**src/rtl/ecc_errlog_pkg.sv**
```systemverilog
package ecc_errlog_pkg;

    // Bus geometry
    localparam int DATA_W   = 64;
    localparam int HALF_W   = 16;
    localparam int NUM_REGS = 4;
    localparam int IDX_W    = $clog2(NUM_REGS);

    // Log word field positions (software decodes these)
    localparam int ADDR_LO    = 5;
    localparam int ADDR_HI    = 38;
    localparam int ADDR_W     = ADDR_HI - ADDR_LO + 1;
    localparam int SYN_LO     = 46;
    localparam int SYN_W      = 16;
    localparam int SYN_HI     = SYN_LO + SYN_W - 1;
    localparam int LOG_CE_BIT = 62;
    localparam int LOG_UE_BIT = 63;

    // Status / command bit positions
    localparam int FLAG_CE_BIT = 6;
    localparam int FLAG_UE_BIT = 7;

    typedef enum logic [IDX_W-1:0] {
        IDX_ACT = 2'd0,
        IDX_LOG = 2'd1,
        IDX_STS = 2'd2,
        IDX_CMD = 2'd3
    } reg_idx_e;

    // Pair of type flags, uncorrectable in the upper bit
    typedef struct packed {
        logic ue;
        logic ce;
    } err_pair_t;

    typedef struct packed {
        logic              ue;
        logic              ce;
        logic [SYN_W-1:0]  synd;
        logic [ADDR_W-1:0] addr;
    } log_t;

    function automatic logic [DATA_W-1:0] pack_log(input log_t l);
        logic [DATA_W-1:0] w;
        w                 = '0;
        w[ADDR_HI:ADDR_LO] = l.addr;
        w[SYN_HI:SYN_LO]   = l.synd;
        w[LOG_CE_BIT]      = l.ce;
        w[LOG_UE_BIT]      = l.ue;
        return w;
    endfunction

    function automatic logic [DATA_W-1:0] pack_pair(input err_pair_t p);
        logic [DATA_W-1:0] w;
        w              = '0;
        w[FLAG_CE_BIT] = p.ce;
        w[FLAG_UE_BIT] = p.ue;
        return w;
    endfunction

endpackage

```
**src/rtl/ecc_reg_decode.sv**
```systemverilog
module ecc_reg_decode
    import ecc_errlog_pkg::*;
(
    input  logic                bus_sel,
    input  logic                bus_we,
    input  logic [IDX_W-1:0]    bus_addr,
    input  logic [DATA_W-1:0]   rd_words [NUM_REGS],
    output logic [NUM_REGS-1:0] wr_hit,
    output logic [DATA_W-1:0]   bus_rdata
);

    for (genvar g = 0; g < NUM_REGS; g++) begin : g_hit
        assign wr_hit[g] = bus_sel && bus_we && (bus_addr == IDX_W'(g));
    end

    assign bus_rdata = rd_words[bus_addr];

endmodule

```
**src/rtl/ecc_log_word.sv**
```systemverilog
module ecc_log_word
    import ecc_errlog_pkg::*;
(
    input  logic              clk,
    input  logic              rst,
    input  err_pair_t         set,
    input  logic [ADDR_W-1:0] addr,
    input  logic [SYN_W-1:0]  synd,
    input  err_pair_t         clr,
    output log_t              log_q,
    output logic              locked
);

    log_t log_d;

    assign locked = log_q.ce || log_q.ue;

    always_comb begin
        log_d    = log_q;
        // a set arriving with a clear of the same bit wins
        log_d.ce = (log_q.ce && !clr.ce) || set.ce;
        log_d.ue = (log_q.ue && !clr.ue) || set.ue;
        // fields are frozen once a type bit is held
        if (!locked && (set.ce || set.ue)) begin
            log_d.addr = addr;
            log_d.synd = synd;
        end
    end

    always_ff @(posedge clk) begin
        if (rst) begin
            log_q <= '0;
        end else begin
            log_q <= log_d;
        end
    end

endmodule

```
**src/rtl/ecc_sts_cmd.sv**
```systemverilog
module ecc_sts_cmd
    import ecc_errlog_pkg::*;
(
    input  logic      clk,
    input  logic      rst,
    input  err_pair_t set,
    input  err_pair_t sts_clr,
    input  logic      cmd_we,
    input  err_pair_t cmd_wval,
    output err_pair_t sts_q,
    output err_pair_t cmd_q,
    output logic      irq
);

    logic [1:0] set_v, clr_v, wval_v, sts_v, cmd_v, hit_v;

    assign set_v  = set;
    assign clr_v  = sts_clr;
    assign wval_v = cmd_wval;

    for (genvar g = 0; g < 2; g++) begin : g_flag
        always_ff @(posedge clk) begin
            if (rst) begin
                sts_v[g] <= 1'b0;
                cmd_v[g] <= 1'b0;
            end else begin
                sts_v[g] <= (sts_v[g] && !clr_v[g]) || set_v[g];
                if (cmd_we) begin
                    cmd_v[g] <= wval_v[g];
                end
            end
        end
        assign hit_v[g] = sts_v[g] && cmd_v[g];
    end

    assign sts_q = err_pair_t'(sts_v);
    assign cmd_q = err_pair_t'(cmd_v);
    assign irq   = |hit_v;

endmodule

```
**src/rtl/ecc_errlog_bank.sv**
```systemverilog
module ecc_errlog_bank
    import ecc_errlog_pkg::*;
#(
    parameter bit ACTIVE_AT_RESET = 1'b1
) (
    input  logic              clk,
    input  logic              rst,
    input  logic              evt_valid,
    input  logic              evt_uncorr,
    input  logic [ADDR_W-1:0] evt_addr,
    input  logic [SYN_W-1:0]  evt_synd,
    input  logic              bus_sel,
    input  logic              bus_we,
    input  logic [IDX_W-1:0]  bus_addr,
    input  logic [DATA_W-1:0] bus_wdata,
    output logic [DATA_W-1:0] bus_rdata,
    output logic              irq
);

    logic [NUM_REGS-1:0] wr_hit;
    logic                wr_act, wr_log, wr_sts, wr_cmd;
    logic                act_q;
    log_t                log_q;
    logic                locked;
    err_pair_t           evt_set, log_clr, sts_clr, cmd_wval;
    err_pair_t           sts_q, cmd_q;
    logic [DATA_W-1:0]   rd_words [NUM_REGS];
    logic                unused_wdata;

    assign wr_act = wr_hit[IDX_ACT];
    assign wr_log = wr_hit[IDX_LOG];
    assign wr_sts = wr_hit[IDX_STS];
    assign wr_cmd = wr_hit[IDX_CMD];

    assign evt_set.ce = evt_valid && act_q && !evt_uncorr;
    assign evt_set.ue = evt_valid && act_q && evt_uncorr;

    assign log_clr.ce  = wr_log && bus_wdata[LOG_CE_BIT];
    assign log_clr.ue  = wr_log && bus_wdata[LOG_UE_BIT];
    assign sts_clr.ce  = wr_sts && bus_wdata[FLAG_CE_BIT];
    assign sts_clr.ue  = wr_sts && bus_wdata[FLAG_UE_BIT];
    assign cmd_wval.ce = bus_wdata[FLAG_CE_BIT];
    assign cmd_wval.ue = bus_wdata[FLAG_UE_BIT];

    assign unused_wdata = ^{bus_wdata[SYN_HI:FLAG_UE_BIT+1], bus_wdata[FLAG_CE_BIT-1:1]};

    always_ff @(posedge clk) begin
        if (rst) begin
            act_q <= ACTIVE_AT_RESET;
        end else if (wr_act) begin
            act_q <= bus_wdata[0];
        end
    end

    ecc_log_word u_log (
        .clk    (clk),
        .rst    (rst),
        .set    (evt_set),
        .addr   (evt_addr),
        .synd   (evt_synd),
        .clr    (log_clr),
        .log_q  (log_q),
        .locked (locked)
    );

    ecc_sts_cmd u_sts (
        .clk      (clk),
        .rst      (rst),
        .set      (evt_set),
        .sts_clr  (sts_clr),
        .cmd_we   (wr_cmd),
        .cmd_wval (cmd_wval),
        .sts_q    (sts_q),
        .cmd_q    (cmd_q),
        .irq      (irq)
    );

    always_comb begin
        rd_words[IDX_ACT] = {{(DATA_W-1){1'b0}}, act_q};
        rd_words[IDX_LOG] = pack_log(log_q);
        rd_words[IDX_STS] = pack_pair(sts_q);
        rd_words[IDX_CMD] = pack_pair(cmd_q);
    end

    ecc_reg_decode u_dec (
        .bus_sel   (bus_sel),
        .bus_we    (bus_we),
        .bus_addr  (bus_addr),
        .rd_words  (rd_words),
        .wr_hit    (wr_hit),
        .bus_rdata (bus_rdata)
    );

endmodule

```
**config.mk**
```make
export PLATFORM = sky130hd
export DESIGN_NAME = ecc_errlog_bank
export DESIGN_NICKNAME = d
export VERILOG_FILES = /design/src/rtl/ecc_errlog_pkg.sv /design/src/rtl/ecc_reg_decode.sv /design/src/rtl/ecc_log_word.sv /design/src/rtl/ecc_sts_cmd.sv /design/src/rtl/ecc_errlog_bank.sv
export SDC_FILE = /design/constraint.sdc
export NUM_CORES = 1
export LEC_CHECK = 0
export ABC_CLOCK_PERIOD_IN_PS = 1300
export BUFFER_PORTS_ARGS = -buffer_cell sky130_fd_sc_hd__buf_2
export CAP_MARGIN = 0
export CORE_MARGIN = 2
export CORE_UTILIZATION = 44
export DETAILED_ROUTE_END_ITERATION = 12
export HOLD_SLACK_MARGIN = 0.08
export PLACE_DENSITY = 0.81
export SETUP_SLACK_MARGIN = 0.1
export SLEW_MARGIN = 10
export SYNTH_ARGS = -nofsm -noshare
export SYNTH_HDL_FRONTEND = slang
export SYNTH_SLANG_ARGS = --single-unit
export TNS_END_PERCENT = 1
```
**constraint.sdc**
```tcl
create_clock -name clk -period 1.3 [get_ports clk]
set_clock_uncertainty 0.1 [all_clocks]
set_input_delay 0.13 -clock clk [delete_from_list [all_inputs] [get_ports clk]]
set_output_delay 0.13 -clock clk [all_outputs]
set_load 0.03 [all_outputs]
```
* Word level (Yosys, flattened, before mapping)
Index checks and enable logic that the tools add are counted.
** Word-level totals
- Register bits :: 57
- Bits of input ports :: 122
** Cells by class
- Order comparisons :: 1
- Equal/unequal tests :: 3
- Muxes and demuxes :: 3
- Bitwise gates (word level) :: 1
- Reduce and logical (&&, ||, !) cells :: 33
** Operator list (number)
- $bmux 64 s2 :: 1
- $mux 64 :: 2
- $logic_and 1x1->1 :: 19
- $logic_not 1->1 :: 6
- $logic_or 1x1->1 :: 6
- $eq 2x2->1 const B :: 2
- $ge 3x3->1 const B :: 1
- $not 2->3 :: 1
- $eq 2x1->1 const B :: 1
- $logic_not 2->1 :: 1
- $reduce_or 2->1 :: 1

* Depth between registers and ports, before layout
Gate-level depths: netlist of the first run.
- Depth after elaboration :: 6
- Gate-level depth with buffers :: 4

* Hierarchy
A second synthesis of the first run with hierarchy kept.
** Unflattened totals
- Cells, all modules :: 337
- Area total of the unflattened synthesis :: 4215.3 um^2
** By module, submodules not included
- ecc_log_word :: times used 1, cells an instance 227, area an instance 2374.8 um^2
- ecc_reg_decode :: times used 1, cells an instance 84, area an instance 1615.3 um^2
- ecc_sts_cmd :: times used 1, cells an instance 15, area an instance 146.4 um^2
- ecc_errlog_bank :: times used 1, cells an instance 11, area an instance 78.8 um^2

* Least setup slack after synthesis of the first run
OpenSTA, ideal clock, no wires.
- Path kind :: register -> output
- Start :: register act_q
- End :: output port bus_rdata[0]
- Data arrival time :: 1.100 ns
- Data required time :: 1.070 ns
- Path slack :: -0.030 ns
- Cell stages (with the launch flop) :: 2
- Cell sequence :: dfxtp_1 -> nor3b_1
** On the way
- Longest elaborated chain between the ends :: 3
** Ends and longest elaborated chain
- start: declaration :: line ecc_errlog_bank.sv:22 : logic act_q;
- start signal: assignment :: line ecc_errlog_bank.sv:51 : act_q <= bus_wdata[0];
- $bmux 64 s2 :: line ecc_reg_decode.sv:16 : assign bus_rdata = rd_words[bus_addr];
- $mux 64 (not written as such) (2 in a row) :: line ecc_reg_decode.sv:16
- end: declaration :: line ecc_errlog_bank.sv:16 : output logic [DATA_W-1:0] bus_rdata,
No other way between the ends. The select of a mux whose other input is x is not followed.

* Worst setup path after layout of the first run
- Start :: register u_sts.cmd_v[0], in the netlist u_sts.cmd_q[0]
- End :: output port bus_rdata[6]
** On the way
- Longest elaborated chain between the ends :: 3
** Ends and longest elaborated chain
- start: declaration :: line ecc_sts_cmd.sv:15 : logic [1:0] set_v, clr_v, wval_v, sts_v, cmd_v, hit_v;
- start signal: indexed assignment :: line ecc_sts_cmd.sv:29 : cmd_v[g] <= wval_v[g];
- $bmux 64 s2 :: line ecc_reg_decode.sv:16
- $mux 64 (not written as such) (2 in a row) :: line ecc_reg_decode.sv:16
No other way between the ends. The select of a mux whose other input is x is not followed.

==> flow_metrics.env, run 1 <==
export IMPL_min_from="evt_valid"
export IMPL_fin_util=0.731
export IMPL_max_stage_delay_ns=0.33
export IMPL_hold_class="input pin to register"
export IMPL_r2r_cells=3
export IMPL_vias_per_cell=4.71
export IMPL_violations="negative setup slack"
export IMPL_startpoint="u_sts.cmd_q[0]"
export IMPL_vias=2815
export IMPL_layout_commonest_cell="nand2b_1"
export IMPL_hold_depth=3
export IMPL_vdd_drop_max_uv=669
export IMPL_r2r_start="u_log.log_q[50]"
export IMPL_cellPowerDensity_nw_per_um2=980
export IMPL_multi_input_area_um2=1920
export IMPL_drive_gt1_frac=0.404
export IMPL_drt_iter0_markers=68
export IMPL_crit_required_ns=1.07
export IMPL_drc=0
export IMPL_synthArstFlopShare=0
export IMPL_synth_distinct_cells=27
export IMPL_nNetsFinal=619
export IMPL_p_leak_nw=2.20
export IMPL_syn_inst=329
export IMPL_dp_cells=525
export IMPL_outcome="finished, violations left"
export IMPL_finalHoldViolCount=0
export IMPL_area_growth_pct=59.0
export IMPL_global_route_peak_usage_layer="met2"
export IMPL_num_io_pins=187
export IMPL_startpoint_type="register"
export IMPL_die_h_um=88.7
export IMPL_synth_edf_count=0
export IMPL_final_cells=598
export IMPL_crit_chain="mux2_4, a22o_1, buf_6"
export IMPL_setup_slack_ns=-0.169
export IMPL_synth_seq_cells=57
export IMPL_coreArea_um2=6870
export IMPL_avgRoutedWirePerCell_um=14.2
export IMPL_cp_arrival_ns=1.24
export IMPL_post_route_period_util=1.13
export IMPL_die_x_um=88.7
export IMPL_cts_tree="yes"
export IMPL_start_util=0.460
export IMPL_setup_viol=27
export IMPL_n_antenna_cell=0
export IMPL_syn_area_per_cell_um2=9.60
export IMPL_port_buffers=116
export IMPL_critical_path_class="register to primary output"
export IMPL_rr_endpoint="u_log.log_q[35]"
export IMPL_num_rows=30
export IMPL_antenna_left=0
export IMPL_htreeDepth=3
export IMPL_dp_slack_ns=-0.0294
export IMPL_antenna_found_initial=0
export IMPL_grt_overflow=0
export IMPL_grt_setup_unrepaired="true"
export IMPL_dieArea_um2=7870
export IMPL_fin_crit_ns=1.47
export IMPL_clock_sinks=57
export IMPL_cp_max_fo=3
export IMPL_place_gp_congestion=0.693
export IMPL_final_cell_mix="nand2b_1 (107), buf_2 (62), dlygate4sd3_1 (57), mux2i_1 (53), buf_6 (53)"
export IMPL_syn_area_um2=3160
export IMPL_grt_pass1_vias=2762
export IMPL_maxSlewViolCount=0
export IMPL_hold_path_end="u_sts.sts_q[1]"
export IMPL_use_met3=0.0429
export IMPL_fillers=463
export IMPL_cap_violations=0
export IMPL_dp_hpwl_um=4600
export IMPL_drt_total_wl_um=8480
export IMPL_drt_first_pass_iters=4
export IMPL_ys_seq_area_frac=0.361
export IMPL_clock_path_buffers=2
export IMPL_post_cts_buffers=0
export IMPL_cp_slowest_cell="dfxtp_2"
export IMPL_grt_use_met1=0.217
export IMPL_clk_pin_slew_worst_paths_ns=0.06
export IMPL_synth_flop_cell="dfxtp_1"
export IMPL_ys_warn_count=0
export IMPL_seqCellArea_um2=1150
export IMPL_grt_start_max_net_pins=51
export IMPL_clock_latency_ns=0.32
export IMPL_clock_root_buffer="clkbuf_8"
export IMPL_met2_usage=0.355
export IMPL_cp_end_kind="primary output"
export IMPL_track_usage=0.196
export IMPL_grt_pass1_wl_um=12100
export IMPL_cts_buffers=9
export IMPL_reg2reg_slack_ns=-0.03
export IMPL_clock_fmax_mhz=681
-- synthesized netlist by cell type, types with 2 or more instances --
master / number / share of area
a22o_1: 3 / 0.0083
mux2_2: 2 / 0.0071
dfxtp_1: 57 / 0.36
clkbuf_2: 5 / 0.0079
or3b_1: 4 / 0.011
mux2i_1: 53 / 0.17
o211ai_1: 4 / 0.0095
nand2b_1: 107 / 0.21
clkbuf_1: 11 / 0.013
nor2_1: 2 / 0.0024
and4b_1: 2 / 0.0063
buf_12: 5 / 0.032
and2_1: 49 / 0.097
buf_4: 12 / 0.029
-- final cells by class --
| class | instances | share of cell area |
|---|---|---|
| clock buffers | 11 | 0.0282 |
| clock inverters | 5 | 0.0157 |
| multi-input cells | 247 | 0.383 |
| flip-flops and latches | 57 | 0.230 |
| well taps | 96 | 0.0239 |
| repair buffers | 182 | 0.319 |
-- critical path: cells and delay by family, from the launching register on --
| family | cells | cell delay, ns |
|---|---|---|
| flip-flops | 1 | 0.33 |
| multiplexers | 1 | 0.25 |
| AO/OA/AOI/OAI | 1 | 0.20 |
| buffers and inverters | 1 | 0.14 |
-- stage by stage --
step	hold WS [ns]	power (mW)	instance area (um2)	setup TNS [ns]
floorplan	0.185	2.69	3200	0
global placement	0.291	2.84	3750	0
detailed placement	0.296	2.86	3750	-0.171
CTS	0.0898	4.87	4650	-0.684
global route	0.101	5.15	5020	-2.19
finish	0.105	4.92	5020	-0.561
-- report_power, final --
part           switching, mW  internal [mW]  total [mW]  leakage (nW)
clock                  0.692           1.13        1.82         0.113
combinational          0.506          0.605        1.11          1.61
sequential            0.0874           1.90        1.99         0.469
-- repair_timing --
action / 4_1_cts / 5_1_grt
resized for setup: 42 / 151
hold buffers: 57 / 0
hold endpoints to repair: 57 / 0
setup endpoints to repair: 104 / 104
pin swaps: 1 / 38
-- state kept, by name (all words and copies together), names as in the netlist --
name / flops
u_log.log_q: 52
u_sts.cmd_q: 2
u_sts.sts_q: 2
act_q: 1
-- metal layers --
| layer | share of wire | wire length, um |
|---|---|---|
| met1 | 0.38 | 3240 |
| met4 | 0.038 | 323 |
| met3 | 0.050 | 426 |
| met2 | 0.53 | 4490 |
| met5 | 0 | 0 |
-- cells by family (layout without fill, tap and decap cells) --
| group | after synthesis | in the layout | share of synthesized area |
|---|---|---|---|
| buffers and inverters | 35 | 198 | 0.0864 |
| muxes | 55 | 55 | 0.175 |
| and+or+nand+nor | 174 | 174 | 0.358 |
| DFF | 57 | 57 | 0.361 |
| other | 1 | 11 | 0.00119 |
| AOI/OAI and AO/OA | 7 | 7 | 0.0178 |
-- how the worst max path moves through the flow --
stage | cells after the start | to | slack (ns)
2_1_floorplan | 4 | u_log.log_q[0] | 0.12
3_3_place_gp | 3 | u_log.log_q[30] | 0.0003
3_5_place_dp | 3 | u_log.log_q[39] | -0.03
4_1_cts | 3 | bus_rdata[7] | -0.19
5_1_grt | 3 | bus_rdata[7] | -0.21
6_report | 3 | bus_rdata[6] | -0.17
(Power assumes the default switching activity.)
==> run 2, diff against run 1 <==
--- a/config.mk
+++ b/config.mk
@@ -5,14 +5,15 @@
 export SDC_FILE = /design/constraint.sdc
 export NUM_CORES = 1
 export LEC_CHECK = 0
-export ABC_CLOCK_PERIOD_IN_PS = 1300
+export ABC_AREA = 1
+export ABC_CLOCK_PERIOD_IN_PS = 1800
 export BUFFER_PORTS_ARGS = -buffer_cell sky130_fd_sc_hd__buf_2
 export CAP_MARGIN = 0
 export CORE_MARGIN = 2
 export CORE_UTILIZATION = 44
 export DETAILED_ROUTE_END_ITERATION = 12
 export HOLD_SLACK_MARGIN = 0.08
-export PLACE_DENSITY = 0.81
+export PLACE_DENSITY = 0.85
 export SETUP_SLACK_MARGIN = 0.1
 export SLEW_MARGIN = 10
 export SYNTH_ARGS = -nofsm -noshare
==> constraint.sdc (replaced) <==
create_clock -name clk -period 1.8 [get_ports clk]
set_clock_uncertainty 0.1 [all_clocks]
set_input_delay 0.18 -clock clk [delete_from_list [all_inputs] [get_ports clk]]
set_output_delay 0.18 -clock clk [all_outputs]
set_load 0.03 [all_outputs]
==> run 2 against run 1 <==
  * The run now ends clean
  * Clock power is 38% lower
  * Count of clock-buffer cells in the layout up 3
  * Sequential share of layout area increased by 6.1 points
  * Non-clock buffer count is 2 lower
==> flow_metrics.env, run 2 <==
export IMPL_vias_per_cell=4.74
export IMPL_post_route_period_util=0.829
export IMPL_grt_start_max_net_pins=51
export IMPL_cts_tree="yes"
export IMPL_synth_top_area_share=0.436
export IMPL_place_gp_congestion=0.790
export IMPL_syn_area_per_cell_um2=6.63
export IMPL_hold_class="input pin to register"
export IMPL_layout_commonest_cell="nor2_1"
export IMPL_drt_first_pass_iters=4
export IMPL_seqPwrFrac=0.441
export IMPL_largest_reg_flops=52
export IMPL_syn_inst=395
export IMPL_nNetsFinal=680
export IMPL_clock_root_buffer="clkbuf_8"
export IMPL_largest_register="u_log.log_q"
export IMPL_ys_seq_area_frac=0.436
export IMPL_ys_warn_count=0
export IMPL_synth_flop_cell="dfxtp_1"
export IMPL_grt_setup_unrepaired="false"
export IMPL_yosys_area_top_type="dfxtp_1"
export IMPL_p_comb_frac=0.215
export IMPL_max_stage_delay_ns=0.43
export IMPL_synthTopCellsByCount="nor2_1 (156), nand2_1 (63), dfxtp_1 (57), o21ai_0 (37), o21ai_1 (16)"
export IMPL_avgRoutedWirePerCell_um=12.5
export IMPL_die_h_um=81.1
export IMPL_grt_pass1_vias=2800
export IMPL_worstMarginPinSlew_ns=0.502
export IMPL_drt_iter0_markers=137
export IMPL_startpoint_type="register"
export IMPL_crit_buf_inv=2
export IMPL_crit_path_frequent_cell="nor2_1"
export IMPL_coreArea_um2=5850
export IMPL_clock_fmax_mhz=670
export IMPL_vias=3023
export IMPL_cap_violations=0
export IMPL_track_usage=0.244
export IMPL_num_io_pins=187
export IMPL_area_growth_pct=49.8
export IMPL_cp_max_fo=50
export IMPL_synthArstFlopShare=0
export IMPL_clock_path_buffers=2
export IMPL_cellPowerDensity_nw_per_um2=834
export IMPL_htreeDepth=3
export IMPL_cp_slowest_cell="inv_4"
export IMPL_antenna_found_initial=0
export IMPL_port_buffers=116
export IMPL_relSlewSlack=0.665
export IMPL_drive_gt1_frac=0.258
export IMPL_fin_tns_setup_ns=0
export IMPL_final_cell_mix="nor2_1 (156), buf_2 (116), nand2_1 (63), dlygate4sd3_1 (58), dfxtp_1 (57)"
export IMPL_clock_sinks=57
export IMPL_drt_total_wl_um=7960
export IMPL_path_delay_family="buffers and inverters"
export IMPL_antenna_left=0
export IMPL_synth_most_common_cell="nor2_1"
export IMPL_power_frac_clock=0.345
export IMPL_maxSlewViolCount=0
export IMPL_total_power_mw=3.27
export IMPL_drc=0
export IMPL_synth_seq_cells=57
export IMPL_crit_chain="nand2_1, inv_2, nand2_4, inv_4, nor2_1, nor2_1"
export IMPL_grt_overflow=0
export IMPL_grt_pass1_wl_um=12300
export IMPL_setup_slack_ns=0.307
export IMPL_critical_path_class="register to register"
export IMPL_syn_area_um2=2620
export IMPL_p_leak_nw=1.94
export IMPL_cp_arrival_ns=1.65
export IMPL_die_x_um=81.1
export IMPL_synth_distinct_cells=21
export IMPL_cts_buffers=9
export IMPL_p_sw_frac=0.295
export IMPL_outcome="finished clean"
export IMPL_crit_required_ns=1.96
export IMPL_start_util=0.448
export IMPL_dp_hpwl_um=4550
export IMPL_dieArea_um2=6580
export IMPL_clock_latency_ns=0.32
export IMPL_internal_power_mw=2.31
export IMPL_vdd_drop_max_uv=610
export IMPL_fin_util=0.670
export IMPL_setup_viol=0
export IMPL_finalHoldViolCount=0
export IMPL_fin_crit_ns=1.49
export IMPL_yosys_top_cells_area="dfxtp_1 (44%), nor2_1 (22%), nand2_1 (9.0%), o21ai_0 (7.1%), buf_4 (3.2%)"
export IMPL_n_antenna_cell=0
export IMPL_dp_slack_ns=0.321
export IMPL_cp_end_kind="register"
export IMPL_clk_pin_slew_worst_paths_ns=0.06
export IMPL_post_cts_buffers=0
export IMPL_power_switching_mw=0.966
export IMPL_synth_edf_count=0
export IMPL_num_rows=28
==> run 2: stage by stage <==
step / hold WS [ns] / std cells / area, um2
after CTS: 0.0988 / 639 / 3930
after detailed placement: 0.324 / 564 / 3150
after floorplan: 0.149 / 405 / 2660
after global routing: 0.146 / 638 / 3920
after global placement: 0.315 / 564 / 3150
final: 0.117 / 638 / 3920
==> run 2: worst reg2reg max path: stages, from the launching register on <==
cell     delay (ns)
dfxtp_1        0.36
nand2_1        0.09
inv_2          0.08
nand2_4        0.14
inv_4          0.43
nor2_1         0.11
nor2_1         0.12
==> run 2: cell families (layout without fill, tap and decap cells) <==
| logic type | count (synthesis) | after routing | synth area share |
|---|---|---|---|
| and+or+nand+nor | 234 | 234 | 0.347 |
| AOI/OAI and AO/OA | 58 | 58 | 0.112 |
| other | 1 | 11 | 0.00143 |
| DFF | 57 | 57 | 0.436 |
| buffers and inverters | 45 | 203 | 0.104 |
==> run 2: final timing paths <==
| path | from | to | slack [ns] | depth (start not counted) |
|---|---|---|---|---|
| setup / recovery | act_q | u_log.log_q[3] | 0.31 | 6 |
| hold / removal | bus_we | act_q | 0.12 | 4 |
| setup reg to reg | act_q | u_log.log_q[3] | 0.31 | 6 |
| hold reg to reg | u_log.log_q[19] | u_log.log_q[19] | 0.38 | 2 |
==> run 2: cell type report <==
type	instances	area, um2
repair buffers	180	1220
clock buffers	14	183
flip-flops and latches	57	1140
inverters	7	28.8
multi-input cells	303	1250
well taps	75	93.8
fillers	511	1930
clock inverters	2	10.0
==> run 2: power by group through the flow <==
stage               Sequential, mW  Combinational [mW]  Clock, mW
global route                  1.45               0.782       1.22
global placement              1.46               0.578          0
CTS                           1.44               0.692       1.16
detailed placement            1.47               0.590          0
finish                        1.44               0.702       1.13
floorplan                     1.45               0.465          0
==> run 2: timing repair <==
action / CTS / global route
endpoints found under the hold margin: 57 / 0
setup endpoints to repair: 0 / 1
hold buffers: 59 / 0
resized for setup: 0 / 1
==> run 2: routing by layer <==
metal / vias to the layer above / global-route usage / part of all wire
met4: 0 / 0.124 / 0.020
met3: 15 / 0.0600 / 0.069
li1: 1537 / - / -
met5: - / 0 / 0
met1: 1356 / 0.271 / 0.42
met2: 115 / 0.433 / 0.49
